<file path="src/rtl/rtc_pkg.sv">
package rtc_pkg;

  localparam int unsigned SEC_PER_MIN     = 60;
  localparam int unsigned MIN_PER_HOUR    = 60;
  localparam int unsigned HOUR_PER_DAY    = 24;
  localparam int unsigned DAYS_PER_WEEK   = 7;
  localparam int unsigned MONTHS_PER_YEAR = 12;
  localparam int unsigned YEAR_SPAN       = 100;
  localparam int unsigned LEAP_STEP       = 4;
  localparam int unsigned HALF_DAY        = HOUR_PER_DAY / 2;

  localparam int unsigned SEC_W   = $clog2(SEC_PER_MIN);
  localparam int unsigned MIN_W   = $clog2(MIN_PER_HOUR);
  localparam int unsigned HOUR_W  = $clog2(HOUR_PER_DAY);
  localparam int unsigned DOW_W   = $clog2(DAYS_PER_WEEK + 1);
  localparam int unsigned DATE_W  = 5;
  localparam int unsigned MON_W   = $clog2(MONTHS_PER_YEAR + 1);
  localparam int unsigned YEAR_W  = $clog2(YEAR_SPAN);
  localparam int unsigned FIELD_W = 8;
  localparam int unsigned VAL_W   = FIELD_W - 1;

  // Daylight-saving rule points (Sunday is day 1)
  localparam int unsigned SUNDAY         = 1;
  localparam int unsigned SPRING_MONTH   = 4;
  localparam int unsigned SPRING_MAXDATE = 7;
  localparam int unsigned FALL_MONTH     = 10;
  localparam int unsigned FALL_MINDATE   = 25;
  localparam int unsigned SHIFT_HOUR     = 1;
  localparam int unsigned SPRING_TARGET  = 3;

  typedef enum logic [2:0] {
    SEL_SEC   = 3'd0,
    SEL_MIN   = 3'd1,
    SEL_HOUR  = 3'd2,
    SEL_DOW   = 3'd3,
    SEL_DATE  = 3'd4,
    SEL_MONTH = 3'd5,
    SEL_YEAR  = 3'd6
  } fieldSel_e;

  typedef struct packed {
    logic advance;    // normal one-second step
    logic springFwd;  // jump 01:59:59 -> 03:00:00
    logic fallBack;   // repeat 01:00:00
    logic load;       // host field write
  } rtcStrobe_t;

  function automatic logic [FIELD_W-1:0] toBcd(input logic [VAL_W-1:0] v);
    return {4'(v / VAL_W'(10)), 4'(v % VAL_W'(10))};
  endfunction

  function automatic logic [VAL_W-1:0] fromBcd(input logic [FIELD_W-1:0] b);
    return VAL_W'(b[7:4]) * VAL_W'(10) + VAL_W'(b[3:0]);
  endfunction

  function automatic logic [FIELD_W-1:0] encodeField(input logic [VAL_W-1:0] v,
                                                     input logic bcd);
    return bcd ? toBcd(v) : {1'b0, v};
  endfunction

endpackage

</file>
<file path="src/rtl/rtc_control.sv">
module rtc_control
  import rtc_pkg::*;
(
  input  logic       clk,
  input  logic       rstN,
  input  logic       secTick,
  input  logic       holdUpdate,
  input  logic       wrEn,
  input  logic       dstEnable,
  input  logic       atSpringPoint,
  input  logic       atFallPoint,
  output rtcStrobe_t strobe,
  output logic       updateDone
);

  logic tickAccepted;
  logic fallDone;

  assign tickAccepted = secTick && !holdUpdate;

  always_comb begin
    strobe.springFwd = tickAccepted && dstEnable && atSpringPoint;
    strobe.fallBack  = tickAccepted && dstEnable && atFallPoint && !fallDone;
    strobe.advance   = tickAccepted && !strobe.springFwd && !strobe.fallBack;
    strobe.load      = wrEn && holdUpdate;
  end

  // fallDone marks that the October hour has already been repeated once
  always_ff @(posedge clk or negedge rstN) begin
    if (!rstN) begin
      fallDone   <= 1'b0;
      updateDone <= 1'b0;
    end else begin
      updateDone <= tickAccepted;
      if (strobe.fallBack)
        fallDone <= 1'b1;
      else if (strobe.load)
        fallDone <= 1'b0;
      else if (tickAccepted && atFallPoint && fallDone)
        fallDone <= 1'b0;
    end
  end

endmodule

</file>
<file path="src/rtl/rtc_datapath.sv">
module rtc_datapath
  import rtc_pkg::*;
(
  input  logic               clk,
  input  logic               rstN,
  input  rtcStrobe_t         strobe,
  input  logic [2:0]         wrSel,
  input  logic [FIELD_W-1:0] wrData,
  input  logic               bcdMode,
  input  logic               mode24,
  output logic [SEC_W-1:0]   secBin,
  output logic [MIN_W-1:0]   minBin,
  output logic [HOUR_W-1:0]  hourBin,
  output logic [DOW_W-1:0]   dowBin,
  output logic [DATE_W-1:0]  dateBin,
  output logic [MON_W-1:0]   monthBin,
  output logic [YEAR_W-1:0]  yearBin,
  output logic               atSpringPoint,
  output logic               atFallPoint,
  output logic [FIELD_W-1:0] secondsOut,
  output logic [FIELD_W-1:0] minutesOut,
  output logic [FIELD_W-1:0] hoursOut,
  output logic [FIELD_W-1:0] weekdayOut,
  output logic [FIELD_W-1:0] dateOut,
  output logic [FIELD_W-1:0] monthOut,
  output logic [FIELD_W-1:0] yearOut
);

  // ---------------- carry chain ----------------
  logic              secWrap, minWrap, dayWrap, dateWrap, monthWrap;
  logic              leapYear;
  logic [DATE_W-1:0] monthLen;
  logic              lastSecondOfShiftHour;

  assign leapYear = (yearBin % YEAR_W'(LEAP_STEP)) == '0;

  always_comb begin
    unique case (monthBin)
      MON_W'(2):                                   monthLen = leapYear ? DATE_W'(29) : DATE_W'(28);
      MON_W'(4), MON_W'(6), MON_W'(9), MON_W'(11): monthLen = DATE_W'(30);
      default:                                     monthLen = DATE_W'(31);
    endcase
  end

  assign secWrap   = secBin == SEC_W'(SEC_PER_MIN - 1);
  assign minWrap   = secWrap && (minBin == MIN_W'(MIN_PER_HOUR - 1));
  assign dayWrap   = minWrap && (hourBin == HOUR_W'(HOUR_PER_DAY - 1));
  assign dateWrap  = dayWrap && (dateBin == monthLen);
  assign monthWrap = dateWrap && (monthBin == MON_W'(MONTHS_PER_YEAR));

  assign lastSecondOfShiftHour = minWrap && (hourBin == HOUR_W'(SHIFT_HOUR));
  assign atSpringPoint = lastSecondOfShiftHour
                      && (monthBin == MON_W'(SPRING_MONTH))
                      && (dowBin == DOW_W'(SUNDAY))
                      && (dateBin <= DATE_W'(SPRING_MAXDATE));
  assign atFallPoint   = lastSecondOfShiftHour
                      && (monthBin == MON_W'(FALL_MONTH))
                      && (dowBin == DOW_W'(SUNDAY))
                      && (dateBin >= DATE_W'(FALL_MINDATE));

  // ---------------- write decode ----------------
  logic [VAL_W-1:0]  wrPlain;
  logic [VAL_W-1:0]  wrHourLow;
  logic [VAL_W-1:0]  wrHour12;
  logic [HOUR_W-1:0] wrHour;

  always_comb begin
    wrPlain   = bcdMode ? fromBcd(wrData) : wrData[VAL_W-1:0];
    wrHourLow = bcdMode ? fromBcd({1'b0, wrData[VAL_W-1:0]}) : wrData[VAL_W-1:0];
    wrHour12  = ((wrHourLow == VAL_W'(HALF_DAY)) ? '0 : wrHourLow)
              + (wrData[FIELD_W-1] ? VAL_W'(HALF_DAY) : '0);
    wrHour    = mode24 ? HOUR_W'(wrPlain) : HOUR_W'(wrHour12);
  end

  // ---------------- counters ----------------
  always_ff @(posedge clk or negedge rstN) begin
    if (!rstN) begin
      secBin   <= '0;
      minBin   <= '0;
      hourBin  <= '0;
      dowBin   <= DOW_W'(1);
      dateBin  <= DATE_W'(1);
      monthBin <= MON_W'(1);
      yearBin  <= '0;
    end else if (strobe.load) begin
      unique case (fieldSel_e'(wrSel))
        SEL_SEC:   secBin   <= SEC_W'(wrPlain);
        SEL_MIN:   minBin   <= MIN_W'(wrPlain);
        SEL_HOUR:  hourBin  <= wrHour;
        SEL_DOW:   dowBin   <= DOW_W'(wrPlain);
        SEL_DATE:  dateBin  <= DATE_W'(wrPlain);
        SEL_MONTH: monthBin <= MON_W'(wrPlain);
        SEL_YEAR:  yearBin  <= YEAR_W'(wrPlain);
        default:   ;
      endcase
    end else if (strobe.springFwd) begin
      secBin  <= '0;
      minBin  <= '0;
      hourBin <= HOUR_W'(SPRING_TARGET);
    end else if (strobe.fallBack) begin
      secBin <= '0;
      minBin <= '0;
    end else if (strobe.advance) begin
      secBin <= secWrap ? '0 : secBin + SEC_W'(1);
      if (secWrap)
        minBin <= (minBin == MIN_W'(MIN_PER_HOUR - 1)) ? '0 : minBin + MIN_W'(1);
      if (minWrap)
        hourBin <= (hourBin == HOUR_W'(HOUR_PER_DAY - 1)) ? '0 : hourBin + HOUR_W'(1);
      if (dayWrap) begin
        dowBin  <= (dowBin == DOW_W'(DAYS_PER_WEEK)) ? DOW_W'(1) : dowBin + DOW_W'(1);
        dateBin <= (dateBin == monthLen) ? DATE_W'(1) : dateBin + DATE_W'(1);
      end
      if (dateWrap)
        monthBin <= (monthBin == MON_W'(MONTHS_PER_YEAR)) ? MON_W'(1) : monthBin + MON_W'(1);
      if (monthWrap)
        yearBin <= (yearBin == YEAR_W'(YEAR_SPAN - 1)) ? '0 : yearBin + YEAR_W'(1);
    end
  end

  // ---------------- read encode ----------------
  logic [VAL_W-1:0]   hourMod;
  logic [VAL_W-1:0]   hour12;
  logic [FIELD_W-1:0] hour12Enc;
  logic               isPm;

  always_comb begin
    isPm      = hourBin >= HOUR_W'(HALF_DAY);
    hourMod   = isPm ? VAL_W'(hourBin) - VAL_W'(HALF_DAY) : VAL_W'(hourBin);
    hour12    = (hourMod == '0) ? VAL_W'(HALF_DAY) : hourMod;
    hour12Enc = encodeField(hour12, bcdMode);

    secondsOut = encodeField(VAL_W'(secBin), bcdMode);
    minutesOut = encodeField(VAL_W'(minBin), bcdMode);
    hoursOut   = mode24 ? encodeField(VAL_W'(hourBin), bcdMode)
                        : {isPm, hour12Enc[VAL_W-1:0]};
    weekdayOut = encodeField(VAL_W'(dowBin), bcdMode);
    dateOut    = encodeField(VAL_W'(dateBin), bcdMode);
    monthOut   = encodeField(VAL_W'(monthBin), bcdMode);
    yearOut    = encodeField(VAL_W'(yearBin), bcdMode);
  end

endmodule

</file>
<file path="src/rtl/rtc_calendar_core.sv">
module rtc_calendar_core
  import rtc_pkg::*;
(
  input  logic       clk,
  input  logic       rstN,
  input  logic       secTick,
  input  logic       holdUpdate,
  input  logic       bcdMode,
  input  logic       mode24,
  input  logic       dstEnable,
  input  logic       wrEn,
  input  logic [2:0] wrSel,
  input  logic [7:0] wrData,
  output logic [7:0] secondsOut,
  output logic [7:0] minutesOut,
  output logic [7:0] hoursOut,
  output logic [7:0] weekdayOut,
  output logic [7:0] dateOut,
  output logic [7:0] monthOut,
  output logic [7:0] yearOut,
  output logic       updateDone
);

  rtcStrobe_t        strobe;
  logic              atSpringPoint;
  logic              atFallPoint;
  logic [SEC_W-1:0]  secBin;
  logic [MIN_W-1:0]  minBin;
  logic [HOUR_W-1:0] hourBin;
  logic [DOW_W-1:0]  dowBin;
  logic [DATE_W-1:0] dateBin;
  logic [MON_W-1:0]  monthBin;
  logic [YEAR_W-1:0] yearBin;

  rtc_control u_ctrl (
    .clk           (clk),
    .rstN          (rstN),
    .secTick       (secTick),
    .holdUpdate    (holdUpdate),
    .wrEn          (wrEn),
    .dstEnable     (dstEnable),
    .atSpringPoint (atSpringPoint),
    .atFallPoint   (atFallPoint),
    .strobe        (strobe),
    .updateDone    (updateDone)
  );

  rtc_datapath u_dp (
    .clk           (clk),
    .rstN          (rstN),
    .strobe        (strobe),
    .wrSel         (wrSel),
    .wrData        (wrData),
    .bcdMode       (bcdMode),
    .mode24        (mode24),
    .secBin        (secBin),
    .minBin        (minBin),
    .hourBin       (hourBin),
    .dowBin        (dowBin),
    .dateBin       (dateBin),
    .monthBin      (monthBin),
    .yearBin       (yearBin),
    .atSpringPoint (atSpringPoint),
    .atFallPoint   (atFallPoint),
    .secondsOut    (secondsOut),
    .minutesOut    (minutesOut),
    .hoursOut      (hoursOut),
    .weekdayOut    (weekdayOut),
    .dateOut       (dateOut),
    .monthOut      (monthOut),
    .yearOut       (yearOut)
  );

endmodule

</file>
<file path="config.mk">
export PLATFORM = sky130hd
export DESIGN_NAME = rtc_calendar_core
export DESIGN_NICKNAME = d
export VERILOG_FILES = /design/src/rtl/rtc_pkg.sv /design/src/rtl/rtc_control.sv /design/src/rtl/rtc_datapath.sv /design/src/rtl/rtc_calendar_core.sv
export SDC_FILE = /design/constraint.sdc
export NUM_CORES = 1
export LEC_CHECK = 0
export BUFFER_PORTS_ARGS = -buffer_cell sky130_fd_sc_hd__buf_2
export CORE_ASPECT_RATIO = 0.8
export CORE_UTILIZATION = 55
export CTS_CLUSTER_DIAMETER = 40
export DETAILED_ROUTE_END_ITERATION = 10
export PLACE_DENSITY = 0.75
export SETUP_SLACK_MARGIN = 0.3
export SYNTH_ARGS = -nofsm -noshare
export SYNTH_HDL_FRONTEND = slang
export SYNTH_SLANG_ARGS = --single-unit
</file>
<file path="constraint.sdc">
create_clock -name clk -period 5.3 [get_ports clk]
set_input_delay 0.53 -clock clk [delete_from_list [all_inputs] [get_ports clk]]
set_output_delay 0.53 -clock clk [all_outputs]
set_load 0.01 [all_outputs]
</file>
==> results.tsv, run 1 <==
stage	metric	value	unit
timing	maxSlewHeadroom	30.9	%
critical_path	worst_path_max_delay_cell	mux4_2	
synthesis	ys_seq_elements	38	
clock_network	cts_buffers	5	
global_routing	antenna_found_initial	0	
floorplan	core	0.00981	sq mm
placed_design	io_buffers	63	
critical_path	timing.rr.start	u_dp.dateBin[1]$_DFFE_PN0P_	
finish	area_growth	7.90	%
floorplan	top_level_ports	76	
synthesis	synth-simple-area-share	24.3	%
clock_network	clkSinkCount	38	
timing	tns	0	ns
global_routing	grt_max_degree	47	
floorplan	die_h	92.8	microns
pwr	p_per_area	484	mW/mm^2
synthesis	ys_warn_count	0	
synthesis	synthAdderAreaFrac	13.0	%
critical_path	worstSetupPathType	flop to primary output	
timing	post-route-min-period	4.73	ns
clock_network	holdBufCountCts	0	
global_routing	grt_pass1_wl	25.7	mm
timing	rsz0062_at_grt	false	
worst_hold_path	holdCritPathClass	input port to async pin	
clock_network	h-tree-depth	2	
clock_network	cts_tree	done	
clock_network	cts-root-buf	clkbuf_16	
run_status	status	finished clean	
placed_design	place_congestion	0.915	
global_routing	grt_pass1_vias	5335	
timing	period_share	89.2	%
routing	drt_iter0_markers	563	
synthesis	avgSynthCellArea	7.45	sq um
timing	tightest_slew	1.04	ns
critical_path	cp.arrival	4.20	ns
synthesis	synth_area	0.00567	sq mm
timing	finalMaxSlewViolations	0	
routing	dr_total_vias	5940	
floorplan	rows	32	
critical_path	crit_path_start	u_dp.hourBin[2]$_DFFE_PN0P_	
critical_path	end_kind	primary output	
routing	via_per_inst	6.42	
finish	layout_commonest_cell	buf_2	
finish	drive_above_1_share	13.6	%
critical_path	r2r_slack	2.47	ns
timing	setup_viol	0	
critical_path	worstPathCellList	clkinv_1 > buf_4 > ha_1 > o21ai_0 > o21ai_0 > or2_2 > inv_1 > ha_1 > a21boi_0 > or3_1 > xnor2_1 > ha_1 > nor2_1 > mux2_2 > mux4_2 > buf_2	
critical_path	crit_path_max_incr_delay	0.45	ns
pwr	leakagePower	2.70	nW
timing	fmax	212	MHz
synthesis	synth_cell_types	78	
placed_design	hpwl	11.4	mm
floorplan	initial_utilization	57.8	%
synthesis	synth_xor_area_share	2.78	%
critical_path	crit_top_cell	ha_1	
synthesis	synth_top_flop_cell	dfrtp_1	
synthesis	synth_compound_area_share	30.7	%
finish	fin_nets	864	
critical_path	critPathLaunchType	flop	
pwr	ir_worst_vdd	0.253	mV
synthesis	synth_top_family_by_area	compound AO/OA/AOI/OAI gates	
synthesis	ys_seq_area_share	16.8	%
synthesis	yosys-mux-area-fraction	3.42	%
clock_network	clock_latency	0.29	ns
routing	dr.pass1.iters	5	
synthesis	synth_edf_count	0	
timing	finClkSkew	0.00645	ns
critical_path	reg2reg_to	u_dp.minBin[2]$_DFFE_PN0P_	
floorplan	die_area	0.0107	sq mm
critical_path	crit_fanout	9	
routing	post_drt_wl_per_cell	17.1	microns
finish	final_cell_mix	buf_2 (63), nand2_1 (62), o21ai_0 (58)	
timing	hold_slack	0.353	ns
floorplan	fp.dieW	116	microns
critical_path	cp-endpoint	hoursOut[3]	
global_routing	grtUsageTotal	29.8	%
critical_path	required	4.77	ns
timing	hold_viol	0	
global_routing	grt-ovfl-total	0	
synthesis	async_flop_share	100	%
critical_path	rr_worst_depth	8	
finish	insertedDiodeCount	0	
clock_network	clkTransAtPathRegs	0.06	ns
routing	final_antenna_net_count	0	
routing	routed_wirelength	15.8	mm
run	maxCapViolCount	0	
synthesis	netlist_instances	761	
routing	drc	0	
clock_network	clockBufferDepth	2	
[cells by family (layout without fill, tap and decap cells)]
| logic type | Yosys count | count (layout) |
|---|---|---|
| buf+inv | 115 | 132 |
| xor+xnor | 18 | 18 |
| fa+ha+maj | 57 | 57 |
| mux | 17 | 17 |
| flops | 38 | 38 |
| simple gates | 256 | 256 |
| other cells | 1 | 12 |
| compound gates | 259 | 259 |
[flip-flops by register name, summed over array words and instances, names as in the netlist]
signal	count
u_dp.yearBin	7
u_dp.minBin	6
u_dp.secBin	6
u_dp.dateBin	5
u_dp.hourBin	5
u_dp.monthBin	4
u_dp.dowBin	3
u_ctrl.fallDone	1
u_ctrl.updateDone	1
[what timing repair did]
action                                  CTS  global route
resized for setup                         0             6
setup buffers                             0             4
endpoints found under the setup margin    0             4
[worst min path at each step]
stage	end	start	slack, ns	depth (start not counted)
2_1_floorplan	u_ctrl.fallDone$_DFFE_PN0P_	rstN	0.23	0
3_3_place_gp	u_dp.dowBin[0]$_DFFE_PN1P_	u_dp.dowBin[0]$_DFFE_PN1P_	0.49	2
3_5_place_dp	u_dp.dowBin[0]$_DFFE_PN1P_	u_dp.dowBin[0]$_DFFE_PN1P_	0.50	2
4_1_cts	u_dp.dateBin[1]$_DFFE_PN0P_	rstN	0.40	1
5_1_grt	u_dp.dateBin[2]$_DFFE_PN0P_	rstN	0.44	1
6_report	u_dp.dateBin[1]$_DFFE_PN0P_	rstN	0.35	1
[layer usage]
metal | vias to the layer above | wire, microns | global-route usage [%]
met5 | - | 0 | 0
met4 | 0 | 290 | 7.47
met3 | 28 | 1080 | 4.65
met2 | 241 | 7020 | 46.3
met1 | 2822 | 7420 | 42.6
li1 | 2849 | - | -
[synthesized netlist by cell type (6+ instances only)]
library cell	instances	share of area (%)
o31ai_1	10	1.3
ha_1	54	12
inv_1	52	3.4
dfrtp_1	35	15
nand4_1	6	0.66
nor4_1	9	0.99
buf_4	17	2.3
o221ai_1	6	0.93
mux2_2	7	1.4
o21ai_0	58	5.1
or3_1	9	0.99
nor2_1	42	2.8
a311oi_1	6	0.93
nand2_1	62	4.1
o31a_1	6	0.93
a211oi_1	13	1.7
nand3b_1	9	1.2
nor3_1	20	1.8
a21oi_1	53	4.7
nand3_1	26	2.3
a21o_1	6	0.79
xnor2_1	15	2.3
nand2b_1	17	1.9
nor2b_1	17	1.9
o21a_1	6	0.79
o211ai_1	7	0.93
a31oi_1	15	1.7
clkbuf_1	33	2.2
o22ai_1	19	2.1
mux2i_1	7	1.2
[report_power, final]
part	total, mW	internal, mW	switching (mW)
Clock	0.310	0.188	0.122
Sequential	0.646	0.387	0.259
Combinational	2.01	0.877	1.13
Total	2.96	1.45	1.51
[layout make-up]
class | count | area (sq um)
Multi-Input combinational cell | 619 | 4260
Fill cell | 884 | 3690
Sequential cell | 38 | 956
Timing Repair Buffer | 70 | 380
Inverter | 54 | 203
Tap cell | 136 | 170
Clock buffer | 8 | 146
[metrics by stage]
stage          total power, mW  worst slack (ns)  util, %  std cells  cell area [sq um]
3_5_place_dp              2.57             0.640     60.3        913               5910
4_1_cts                   2.89             0.303     61.8        921               6060
5_1_grt                   3.22             0.281     62.4        925               6120
3_3_place_gp              2.49             0.796     60.3        913               5910
2_1_floorplan             2.09              1.16        -        772               5710
6_report                  2.96             0.574     62.4        925               6120
[critical path, delay by kind of cell (launching register included)]
family / cells / cell delay [ns]
compound gates: 3 / 0.49
xor+xnor: 1 / 0.22
fa+ha+maj: 3 / 0.84
buf+inv: 4 / 0.48
mux: 2 / 0.70
flops: 1 / 0.34
simple gates: 3 / 0.84
Power figures use the tool's default switching activity.
==> run 2, diff against run 1 <==
SYNTH_HIERARCHICAL = 1   (was not set)
==> run 2 against run 1 <==
Die area fell by 5.2%. Combinational power decreased by 10%. Flip-flop and latch count unchanged. Non-clock buffer count is 6 lower. Worst setup slack better by 0.086 ns. Clock skew up 0.0035 ns. Synthesized cell count shrank 4.6%. Via count decreased by 6.2%. Register-to-register slack got worse by 1.2 ns. Cell count is 7.1% lower. Total power shrank 6.5%. Critical path type unchanged. Highest routed layer unchanged.
==> results.tsv, run 2 <==
stage	metric	value	unit
synthesis	netlist_instances	726	
critical_path	timing.rr.start	u_dp/minBin[1]$_DFFE_PN0P_	
timing	fmax	215	MHz
critical_path	worstSetupPathType	flop to primary output	
global_routing	grt_max_degree	50	
critical_path	required	4.77	ns
run	maxCapViolCount	0	
finish	top_regs	u_dp/yearBin x7, u_dp/minBin x6, u_dp/secBin x6	
floorplan	rows	31	
global_routing	grt_pass1_vias	4958	
finish	drive_above_1_share	13.7	%
timing	finalMaxSlewViolations	0	
floorplan	fp.dieW	112	microns
timing	tightest_slew	1.09	ns
finish	seq_area	956	sq um
finish	fillers	856	
synthesis	avgSynthCellArea	7.40	sq um
clock_network	clkTransAtPathRegs	0.06	ns
timing	rsz0062_at_grt	false	
floorplan	die_h	90.4	microns
synthesis	yosysTopAreaCellShare	16.3	%
critical_path	critPathLaunchType	flop	
routing	dr_total_vias	5571	
finish	insertedDiodeCount	0	
clock_network	h-tree-depth	2	
pwr	leakagePower	2.55	nW
routing	routed_wirelength	14.4	mm
synthesis	ys_warn_count	6	
routing	via_per_inst	6.49	
critical_path	rr_worst_depth	12	
clock_network	holdBufCountCts	0	
routing	drc	0	
clock_network	cts-root-buf	clkbuf_16	
synthesis	synth_area	0.00537	sq mm
timing	tns	0	ns
global_routing	grtUsageTotal	28.4	%
clock_network	clkSinkCount	38	
placed_design	place_congestion	0.888	
synthesis	synth_edf_count	0	
finish	multi_input_area	0.00394	sq mm
worst_hold_path	holdCritPathClass	input port to async pin	
synthesis	synth_cell_types	80	
critical_path	crit_path_start	u_dp/hourBin[3]$_DFFE_PN0P_	
synthesis	async_flop_share	100	%
critical_path	end_kind	primary output	
critical_path	crit_fanout	14	
floorplan	core	0.00927	sq mm
pwr	ir_worst_vdd	0.286	mV
timing	maxSlewHeadroom	27.0	%
floorplan	die_area	0.0102	sq mm
synthesis	yosysTopAreaCell	dfrtp_1	
timing	post-route-min-period	4.64	ns
finish	final_cell_mix	o21ai_0 (74), buf_2 (63), nand2_1 (62)	
run_status	status	finished clean	
critical_path	cp.arrival	4.11	ns
clock_network	cts-resized-gates	1	
clock_network	clockBufferDepth	2	
pwr	total_power	2.77	mW
clock_network	clock_latency	0.28	ns
placed_design	hpwl	10.5	mm
synthesis	synth_top_flop_cell	dfrtp_1	
synthesis	synth_top_cells_by_count	o21ai_0 (74), nand2_1 (62), ha_1 (54)	
global_routing	grt_pass1_wl	23.9	mm
timing	hold_viol	0	
floorplan	top_level_ports	76	
synthesis	synth.most_common_cell	o21ai_0	
finish	top_register	u_dp/yearBin	
routing	final_antenna_net_count	0	
synthesis	ys_seq_elements	38	
finish	area_growth	5.96	%
finish	largest_reg_flops	7	
clock_network	cts_tree	done	
timing	finClkSkew	0.00995	ns
finish	fin_nets	819	
routing	dr.pass1.iters	5	
timing	setup_viol	0	
pwr	p_per_area	487	mW/mm^2
global_routing	antenna_found_initial	0	
routing	drt_iter0_markers	532	
synthesis	synth_area_leaders	dfrtp_1 (16%), ha_1 (13%), o21ai_0 (6.9%)	
routing	post_drt_wl_per_cell	16.8	microns
placed_design	io_buffers	63	
timing	period_share	87.6	%
clock_network	cts_buffers	5	
floorplan	initial_utilization	57.9	%
synthesis	ys_seq_area_share	17.8	%
clock_network	postCtsSetupRepairBufs	0	
finish	layout_commonest_cell	o21ai_0	
global_routing	grt-ovfl-total	0	
-- run 2: changes by cell type after synthesis, moves of 5 or more --
cell | previous run | this run
a21oi_1 | 53 | 48
nor4_1 | 9 | 4
o21ai_0 | 58 | 74
a311oi_1 | 6 | 1
or3_1 | 9 | 2
o22ai_1 | 19 | 13
nand3_1 | 26 | 21
inv_1 | 52 | 47
nor2_1 | 42 | 47
-- run 2: logic make-up (layout without fill, tap and decap cells) --
logic type / Yosys count / count (layout) / share of synthesized area (%)
compound gates: 246 / 246 / 29.5
buf+inv: 112 / 119 / 9.79
xor+xnor: 19 / 19 / 3.10
simple gates: 238 / 238 / 23.2
flops: 38 / 38 / 17.8
fa+ha+maj: 57 / 57 / 13.7
mux: 15 / 15 / 2.94
other cells: 1 / 12 / 0.0698
-- run 2: final cells by class --
type                       count  area share (%)
multi-input combinational    587            69.2
sequential                    38            16.8
timing repair buffer          64            5.67
inverter                      47            3.10
tap                          115            2.53
clock buffer                   6            2.44
clock inverter                 2           0.220
-- run 2: metal layers --
layer	wire, microns	global-route usage [%]	share of wire, %	up-vias
met5	0	0	0	-
met4	181	6.89	1.3	0
met3	1220	2.95	8.5	22
met2	6390	45.0	44	287
met1	6630	41.2	46	2632
li1	-	-	-	2630
-- run 2: final timing paths --
| check | end | slack (ns) |
|---|---|---|
| setup / recovery | hoursOut[1] | 0.66 |
| hold / removal | u_dp/monthBin[2]$_DFFE_PN0P_ | 0.36 |
| setup reg to reg | u_dp/minBin[3]$_DFFE_PN0P_ | 1.30 |
| hold reg to reg | u_ctrl/fallDone$_DFFE_PN0P_ | 0.48 |
| max in group asynchronous | u_dp/hourBin[2]$_DFFE_PN0P_ | 4.33 |
| min in group clk | u_ctrl/updateDone$_DFF_PN0_ | 0.46 |
-- run 2: power by group --
part / switching (mW) / internal, mW
Sequential: 0.274 / 0.386
Combinational: 1.02 / 0.781
Clock: 0.122 / 0.186
-- run 2: critical path, cell delays in order (launching register included) --
cell	delay, ns
dfrtp_1	0.59
ha_2	0.39
nand2b_1	0.16
nand3_1	0.11
a311oi_2	0.51
ha_1	0.26
nand2_1	0.06
a21oi_1	0.36
xor2_1	0.29
ha_1	0.24
nand2_1	0.06
a21o_1	0.18
and4b_1	0.21
a211oi_1	0.23
buf_2	0.17
-- run 2: through the flow --
step / hold slack [ns] / worst slack, ns / utilization (%) / cell area, sq um / cells
after floorplan: 0.234 / 1.31 / - / 5410 / 737
after global placement: 0.467 / 0.810 / 59.6 / 5530 / 851
after detailed placement: 0.471 / 0.591 / 59.6 / 5530 / 851
after CTS: 0.405 / 0.514 / 61.3 / 5690 / 859
after global routing: 0.460 / 0.329 / 61.4 / 5690 / 859
final: 0.358 / 0.659 / 61.4 / 5690 / 859
==> run 3, diff against run 2 <==
CORE_MARGIN = 3   (was not set)
SYNTH_HIERARCHICAL = not set   (was 1)
==> run 3 against run 2 <==
Routed wire length is 12% higher. Register-to-register slack better by 1.1 ns. First-iteration DRC count is 21% higher. Fmax is 2.1% lower. Critical path depth stayed put. Worst hold slack better by 0.015 ns. Cell count is 8.0% higher. Flip-flop and latch count stayed put. Core utilization is 1.1 points higher. Clock skew is 0.0054 ns lower. Clock power is 9.4% higher. Critical endpoint is now hoursOut[3]. Largest cell class unchanged. Largest power group unchanged.
==> results.tsv, run 3 (synthesis results as in run 1) <==
stage	metric	value	unit
run_status	status	finished clean	
pwr	internal_power	1.48	mW
floorplan	top_level_ports	76	
placed_design	io_buffers	63	
finish	finish.instance_area	0.00616	sq mm
global_routing	grt_max_degree	39	
finish	multi_input_area	0.00427	sq mm
clock_network	cts_tree	done	
finish	insertedDiodeCount	0	
clock_network	clkSinkCount	38	
timing	rsz0062_at_grt	false	
routing	via_per_inst	6.48	
critical_path	crit_fanout	14	
floorplan	initial_utilization	57.6	%
finish	utilization	62.5	%
pwr	total_power	3.00	mW
clock_network	clockBufferDepth	2	
clock_network	cts_buffers	5	
timing	post-route-worst-setup-slack	0.559	ns
critical_path	required	4.77	ns
routing	final_antenna_net_count	0	
critical_path	critPathLaunchType	flop	
global_routing	grt_pass1_wl	26.8	mm
timing	maxSlewHeadroom	33.9	%
routing	drc	0	
timing	hold_viol	0	
clock_network	clkTransAtPathRegs	0.06	ns
finish	final_cell_mix	buf_2 (63), nand2_1 (62), o21ai_0 (58)	
timing	setup_viol	0	
routing	post_drt_wl_per_cell	17.5	microns
pwr	pwr-share-comb	67.0	%
pwr	p_seq_share	21.8	%
pwr	ir_worst_vdd	0.295	mV
pwr	clock_power_share	11.2	%
finish	fin_nets	867	
critical_path	r2r_slack	2.44	ns
routing	routed_wirelength	16.2	mm
clock_network	cts-root-buf	clkbuf_16	
floorplan	die_h	96.8	microns
clock_network	clock_latency	0.28	ns
critical_path	worstSetupPathType	flop to primary output	
clock_network	h-tree-depth	2	
floorplan	fp.dieW	120	microns
global_routing	antenna_found_initial	0	
clock_network	holdBufCountCts	0	
timing	tns	0	ns
placed_design	hpwl	12.0	mm
routing	dr_total_vias	6015	
critical_path	end_kind	primary output	
finish	seq_area	958	sq um
global_routing	grtUsageTotal	27.2	%
global_routing	grt_pass1_vias	5514	
finish	drive_above_1_share	14.1	%
placed_design	place_congestion	0.925	
finish	top_regs	u_dp.yearBin x7, u_dp.minBin x6, u_dp.secBin x6	
routing	dr.pass1.iters	8	
pwr	leakagePower	2.73	nW
finish	largest_reg_flops	7	
placed_design	dpl_cell_area	0.00591	sq mm
critical_path	rr_worst_depth	8	
timing	fmax	211	MHz
floorplan	rows	32	
critical_path	cp.arrival	4.21	ns
critical_path	timing.rr.start	u_dp.hourBin[3]$_DFFE_PN0P_	
critical_path	reg2reg_to	u_dp.yearBin[0]$_DFFE_PN0P_	
floorplan	core	0.00985	sq mm
pwr	netSwitchingPower	1.52	mW
routing	drt_iter0_markers	643	
finish	area_growth	8.63	%
timing	post-route-min-period	4.74	ns
pwr	p_per_area	487	mW/mm^2
global_routing	grt-ovfl-total	0	
finish	top_register	u_dp.yearBin	
timing	tightest_slew	0.991	ns
worst_hold_path	holdCritPathClass	input port to async pin	
finish	layout_commonest_cell	buf_2	
timing	period_share	89.5	%
finish	fillers	892	
timing	finalMaxSlewViolations	0	
run	maxCapViolCount	0	
floorplan	die_area	0.0116	sq mm
timing	finClkSkew	0.00457	ns
placed_design	pre_cts_ws	0.533	ns
pwr	sw_frac_of_total	50.6	%
==> run 3: changes by cell type in the layout (fill, tap and decap cells not counted), sizes merged, moves of 5 or more <==
cell	change
o22ai	+6
buf	+9
nor2	-5
inv	+5
and3	-5
a21oi	+5
o21ai	-18
or3	+7
nor4	+6
a311oi	+5
nand3	+5
==> run 3: final cells by class <==
type	instances	area share [%]
multi-input cells	619	69.3
flip-flops and latches	38	15.6
repair buffers	73	6.34
inverters	54	3.29
well taps	136	2.76
clock buffers	8	2.70
==> run 3: stage by stage <==
| step | hold WS [ns] | cells |
|---|---|---|
| after global routing | 0.446 | 928 |
| after CTS | 0.420 | 921 |
| after global placement | 0.502 | 913 |
| after detailed placement | 0.510 | 913 |
| after floorplan | 0.234 | 772 |
| final | 0.373 | 928 |
==> run 3: metal layers <==
metal  track usage (%)  part of all wire, %  wire [microns]
met2              42.2                   45            7370
met3              3.86                  7.6            1230
met5                 0                    0               0
met1              39.7                   45            7360
met4              6.95                  1.6             259
==> run 3: critical path, cell delays in order, from the launching register on <==
cell and delay (ns):
dfrtp_2 0.48, ha_1 0.51, a21boi_0 0.26, o32ai_1 0.13, or2_2 0.36, inv_1 0.10, ha_1 0.18, a21boi_0 0.13
or3_1 0.41, xnor2_1 0.22, ha_1 0.24, nor2_1 0.06, mux2_2 0.25, mux4_2 0.45, buf_2 0.15
==> run 3: power by group through the flow <==
stage	registers, mW	clock network (mW)	logic [mW]
after floorplan	0.499	0	1.60
after global placement	0.642	0	1.86
after detailed placement	0.652	0	1.92
after CTS	0.648	0.335	1.94
after global routing	0.679	0.354	2.23
final	0.654	0.337	2.01
==> run 3: timing repair <==
item,CTS,global route
endpoints found under the setup margin,1,4
setup buffers,0,7
resized for setup,2,5
pin swaps,0,0
==> run 3: how the worst max path moves through the flow <==
stage / start / end / slack, ns / depth (start not counted)
after floorplan: u_dp.hourBin[2]$_DFFE_PN0P_ / hoursOut[3] / 1.16 / 13
after global placement: u_dp.hourBin[2]$_DFFE_PN0P_ / hoursOut[3] / 0.71 / 15
after detailed placement: u_dp.hourBin[2]$_DFFE_PN0P_ / hoursOut[3] / 0.53 / 15
after CTS: u_dp.hourBin[3]$_DFFE_PN0P_ / hoursOut[3] / 0.36 / 14
after global routing: u_dp.hourBin[2]$_DFFE_PN0P_ / hoursOut[3] / 0.30 / 15
final: u_dp.hourBin[2]$_DFFE_PN0P_ / hoursOut[3] / 0.56 / 14
